[src/rtl/board_ctl_regs.sv]
module board_ctl_regs #(
  parameter int MEM_MB = 128,
  parameter int AW = 7
) (
  input  logic          clk,
  input  logic          rst_n,
  input  logic          req_wr,
  input  logic          req_rd,
  input  logic [AW-1:0] req_addr,
  input  logic [31:0]   req_wdata,
  output logic [31:0]   rsp_rdata,
  output logic          bad_access,
  output logic          sys_rst_req,
  output logic          led_o,
  output logic          remap_o,
  output logic          flash_en,
  output logic          irq_o,
  output logic          fiq_o
);
  localparam logic [15:0] KEY = 16'hA05F;
  localparam int WIN = 64;
  localparam logic [7:0] SIZE_BYTE = (MEM_MB >= 256) ? 8'd64 :
                                     (MEM_MB >= 128) ? 8'd32 :
                                     (MEM_MB >= 64)  ? 8'd16 :
                                     (MEM_MB >= 32)  ? 8'd4  : 8'd2;

  logic [31:0] osc_q, aux_q, sdr_q, ini_q;
  logic [15:0] key_q;
  logic [1:0]  ctl_q;
  logic [31:0] flg_q, nvf_q, ien_q, fen_q;
  logic        lvl_q;

  wire unlocked = (key_q == KEY);
  wire [31:0] lvl_w = {31'b0, lvl_q};

  function automatic logic [7:0] spd_byte(input int k);
    case (k)
      0: spd_byte = 8'd128;  1: spd_byte = 8'd8;    2: spd_byte = 8'd4;
      3: spd_byte = 8'd11;   4: spd_byte = 8'd9;    5: spd_byte = 8'd1;
      6: spd_byte = 8'd64;   8: spd_byte = 8'd2;    9: spd_byte = 8'hA0;
      10: spd_byte = 8'hA0;  13: spd_byte = 8'd8;   15: spd_byte = 8'd1;
      16: spd_byte = 8'h0E;  17: spd_byte = 8'd4;   18: spd_byte = 8'h1C;
      19: spd_byte = 8'd1;   20: spd_byte = 8'd2;   21: spd_byte = 8'h20;
      22: spd_byte = 8'hC0;  27: spd_byte = 8'h30;  28: spd_byte = 8'h28;
      29: spd_byte = 8'h30;  30: spd_byte = 8'h28;  31: spd_byte = SIZE_BYTE;
      default: spd_byte = 8'd0;
    endcase
  endfunction

  function automatic logic wr_ok(input logic [AW-1:0] a);
    case (int'(a))
      2, 3, 5, 7, 8, 9, 12, 13, 14, 15, 18, 19, 20, 21, 26, 27: wr_ok = 1'b1;
      default: wr_ok = 1'b0;
    endcase
  endfunction

  function automatic logic rd_ok(input logic [AW-1:0] a);
    if (int'(a) >= WIN) rd_ok = 1'b1;
    else case (int'(a))
      2, 3, 5, 7, 8, 9, 12, 14, 16, 17, 18, 20, 24, 25, 26: rd_ok = 1'b1;
      default: rd_ok = 1'b0;
    endcase
  endfunction

  wire wr_go = req_wr && wr_ok(req_addr);
  wire rd_go = req_rd && rd_ok(req_addr);
  wire bad_now = (req_wr && !wr_ok(req_addr)) || (req_rd && !rd_ok(req_addr));

  always_ff @(posedge clk) begin
    if (!rst_n) begin
      osc_q <= 32'h01000048;
      aux_q <= 32'h0007FEFF;
      sdr_q <= 32'h00011122;
      ini_q <= 32'h00000112;
      key_q <= '0;
      ctl_q <= '0;
      flg_q <= '0;
      nvf_q <= '0;
      ien_q <= '0;
      fen_q <= '0;
      lvl_q <= 1'b0;
      sys_rst_req <= 1'b0;
      bad_access <= 1'b0;
    end else begin
      sys_rst_req <= wr_go && (req_addr == AW'(3)) && req_wdata[3];
      bad_access <= bad_now;
      if (wr_go) begin
        case (int'(req_addr))
          2:  if (unlocked) osc_q <= req_wdata;
          3:  ctl_q <= {req_wdata[2], req_wdata[0]};
          5:  key_q <= req_wdata[15:0];
          7:  if (unlocked) aux_q <= req_wdata;
          8:  if (unlocked) sdr_q <= req_wdata;
          9:  if (unlocked) ini_q <= req_wdata;
          12: flg_q <= flg_q | req_wdata;
          13: flg_q <= flg_q & ~req_wdata;
          14: nvf_q <= nvf_q | req_wdata;
          15: nvf_q <= nvf_q & ~req_wdata;
          18: ien_q <= ien_q | req_wdata;
          19: ien_q <= ien_q & ~req_wdata;
          20: if (req_wdata[0]) lvl_q <= 1'b1;
          21: if (req_wdata[0]) lvl_q <= 1'b0;
          26: fen_q <= fen_q | req_wdata;
          27: fen_q <= fen_q & ~req_wdata;
          default: ;
        endcase
      end
    end
  end

  always_comb begin
    rsp_rdata = '0;
    if (rd_go) begin
      if (int'(req_addr) >= WIN) rsp_rdata = {24'b0, spd_byte(int'(req_addr) - WIN)};
      else case (int'(req_addr))
        2:  rsp_rdata = osc_q;
        3:  rsp_rdata = {29'b0, ctl_q[1], 1'b0, ctl_q[0]};
        5:  rsp_rdata = unlocked ? {15'b0, 1'b1, key_q} : {16'b0, key_q};
        7:  rsp_rdata = aux_q;
        8:  rsp_rdata = sdr_q;
        9:  rsp_rdata = ini_q;
        12: rsp_rdata = flg_q;
        14: rsp_rdata = nvf_q;
        16: rsp_rdata = lvl_w & ien_q;
        17, 20, 25: rsp_rdata = lvl_w;
        18: rsp_rdata = ien_q;
        24: rsp_rdata = lvl_w & fen_q;
        26: rsp_rdata = fen_q;
        default: ;
      endcase
    end
  end

  assign led_o    = ctl_q[0];
  assign remap_o  = ctl_q[1];
  assign flash_en = ~ctl_q[1];
  assign irq_o    = lvl_q & ien_q[0];
  assign fiq_o    = lvl_q & fen_q[0];


  locked_write_ignored_chk: assert property (@(posedge clk) disable iff (!rst_n)
    (req_wr && req_addr == AW'(2) && !unlocked) |=> $stable(osc_q));

  reset_pulse_chk: assert property (@(posedge clk) disable iff (!rst_n)
    (req_wr && req_addr == AW'(3) && req_wdata[3]) |=> sys_rst_req);

  reset_quiet_chk: assert property (@(posedge clk) disable iff (!rst_n)
    !(req_wr && req_addr == AW'(3)) |=> !sys_rst_req);

  remap_follow_chk: assert property (@(posedge clk) disable iff (!rst_n)
    (req_wr && req_addr == AW'(3)) |=> (remap_o == $past(req_wdata[2]) && flash_en != remap_o));

  irq_clear_chk: assert property (@(posedge clk) disable iff (!rst_n)
    (req_wr && req_addr == AW'(19) && req_wdata[0]) |=> !irq_o);

  bad_read_chk: assert property (@(posedge clk) disable iff (!rst_n)
    (req_rd && !rd_ok(req_addr)) |=> bad_access);

  bad_zero_chk: assert property (@(posedge clk) disable iff (!rst_n)
    (req_rd && !rd_ok(req_addr)) |-> rsp_rdata == 32'b0);
endmodule

[config.mk]
export PLATFORM = sky130hd
export DESIGN_NAME = board_ctl_regs
export DESIGN_NICKNAME = d
export VERILOG_FILES = /design/src/rtl/board_ctl_regs.sv
export SDC_FILE = /design/constraint.sdc
export NUM_CORES = 1
export LEC_CHECK = 0
export ABC_AREA = 1
export BUFFER_PORTS_ARGS = -buffer_cell sky130_fd_sc_hd__buf_2
export CORE_MARGIN = 5
export CORE_UTILIZATION = 25
export CTS_CLUSTER_SIZE = 28
export DETAILED_ROUTE_END_ITERATION = 16
export PLACE_DENSITY = 0.39
export SETUP_SLACK_MARGIN = 0.15
export SLEW_MARGIN = 30
export SYNTH_ARGS = -nofsm -noshare
export SYNTH_HDL_FRONTEND = slang
export SYNTH_SLANG_ARGS = --single-unit
[constraint.sdc]
create_clock -name clk -period 4.7 [get_ports clk]
set_clock_uncertainty 0.15 [all_clocks]
set_input_delay 0.235 -clock clk [delete_from_list [all_inputs] [get_ports clk]]
set_output_delay 0.235 -clock clk [all_outputs]
set_load 0.01 [all_outputs]
==> flow_summary.ini <==
[grt]
grt_pass1_wl_um = 89250
track_usage_pct = 17.99
grt_max_degree = 131
grt_overflow = 0
antenna_found_initial = 0
first_global_vias = 14568

[cts]
root_buffer = clkbuf_16
clk_pin_slew_ns = 0.07
cts_tree = yes
cts_hold_buf = 33
htreeDepth = 2
cts_setup_buffers = 0
numClockSinks = 277
post_cts_resize_count = 0
clk_latency_ns = 0.55
cts_buffer_depth = 3
numCtsBuffers = 37

[detailed_routing]
wl_per_cell_um = 18.15
drc = 0
vias = 15135
drt-vias-per-instance = 4.664
drt_iter0_drc = 994
ant_nets = 0
wl_um = 58890
firstDrtPassIters = 5

[die]
dieWidth_um = 252.5
core_um2 = 58030
die-area_um2 = 63760
core.rowCount = 88
start_util_pct = 25.34
boundaryPins = 82
die_h_um = 252.5

[finish]
mostFrequentLayoutCells = nand2_1 (695), nor2_1 (592), inv_1 (281)
final-seq-area_um2 = 5545
design_area_um2 = 17230
drive_gt1_share_pct = 8.065
final_common_cell = nand2_1
n_antenna_cell = 0
nets = 2503
area_delta_synth_final_pct = 17.21
fill_cells = 6408
multiInputGateArea_um2 = 7351

[worst_setup_path]
path_cells = buf_2 > inv_1 > ha_1 > inv_1 > nor2_2 > nand2_2 > o211ai_1 > nor2_1 > a21oi_1 > buf_2
critPathMaxFanout = 27
max_stage_delay_ns = 0.62
worst-setup-path-type = in2out
endpoint_kind = output port
crit_buf_inv = 4
start_kind = primary input
crit_required_ns = 4.32
cp_top_family = simple AND/OR/NAND/NOR gates
critPathSlowestCell = nand2_2
crit_arrival_ns = 2.88

[sta]
worst_pin_slew_ns = 0.9830
slew_viol_final = 0
finalSetupViolCount = 0
fin_crit_sh_pct = 69.54
setup_tns_ns = 0
rsz0062_at_grt = no
max_clock_freq_ghz = 0.3059
hold_viol_final = 0
max-slew-margin-rel_pct = 34.31
min_period_ns = 3.269

[placed_design]
port_buffers = 81
dpl.hpwl_um = 34640
gp_congestion = 0.8136
placed_area_um2 = 15670

[logic_synthesis]
synth_seq_cells = 277
ys_warn_count = 0
yosys.area.top_type = dfxtp_1
yosys-top-cells-area = dfxtp_1 (38%), nand2_1 (18%), nor2_1 (15%)
synth_area_um2 = 14700
synth_cell_types = 28
postSynthAreaPerCell_um2 = 6.020
synth_cells = 2442
synth.top_cell.area_share_pct = 37.72
synth_nets = 2491
seq_area_frac_synth_pct = 37.72

[power_and_ir_drop]
p_per_area_nw_per_um2 = 324.2
leakage_nw = 8.080
max-vdd-ir-drop_mv = 0.2041
power.total_mw = 5.586

[outcome]
outcome = complete, no violations

[job]
cap_violations = 0

[min_path]
min_path_type = in2reg
## cells in the mapped netlist
library cell,instances
inv_2,4
nor2_1,596
inv_1,282
buf_4,9
o211ai_1,21
buf_1,6
ha_1,6
a31oi_1,1
nand2_2,4
dfxtp_1,277
nand2_1,697
or2_1,1
nor2_2,3
o32ai_1,1
nand3_2,1
o22ai_1,44
nand4_2,2
nand4_1,163
a21oi_1,36
a21oi_2,1
nand3_1,75
nor2_4,1
o21ai_0,42
buf_2,60
clkbuf_1,98
clkbuf_2,6
nor3_1,4
a211oi_1,1
## per-layer routing
metal	routed length [um]	vias to the layer above	track usage (%)
li1	-	7581	-
met1	27100	7055	24.10
met2	26900	399	29.89
met3	3134	100	2.912
met4	1749	0	5.366
met5	0	-	0
## per-stage QoR
step	utilization, %	std cells	setup slack [ns]	hold slack (ns)
global placement	27.00	3147	1.180	0.3048
finish	29.70	3245	1.431	0.06644
floorplan	-	2442	2.655	0.2414
CTS	29.70	3245	1.399	0.05242
global route	29.70	3245	1.237	0.1084
detailed placement	27.00	3147	1.214	0.3062
## kinds of logic after synthesis
kind of cell | after synthesis | share of synthesized area, %
and+or+nand+nor | 1547 | 43.29
AOI/OAI and AO/OA | 147 | 5.813
buffers and inverters | 465 | 12.66
DFF | 277 | 37.72
adders and majority gates | 6 | 0.5106
## tightest hold or removal path, delay by kind of cell
family	cells	cell delay, ns
buf+inv	1	0.13
simple gates	2	0.16
compound gates	2	0.20
## where the power goes
part	internal [mW]	switching [mW]	total, mW
clock	1.79	1.15	2.94
combinational	0.0648	0.235	0.300
sequential	2.35	0.000507	2.35
total	4.20	1.38	5.59
## path summary, 6_finish.rpt
path                          from               endpoint  slack (ns)  cells past startpoint
max                    req_addr[0]          rsp_rdata[24]        1.43                     10
min                    req_addr[5]  bad_access$_SDFF_PN0_        0.07                      5
max reg2reg  key_q[0]$_SDFFE_PN0P_  ini_q[4]$_SDFFE_PN1P_        1.93                      9
min reg2reg  aux_q[6]$_SDFFE_PN1P_  aux_q[6]$_SDFFE_PN1P_        0.32                      2
## layout make-up
type / count / area share, %
clock buffer: 57 / 6.448
clock inverter: 8 / 0.7116
inverter: 286 / 6.230
multi-input combinational: 1700 / 42.66
sequential: 277 / 32.18
tap: 765 / 5.555
timing repair buffer: 152 / 6.216
Note: power is estimated with default switching activity, not from simulation.
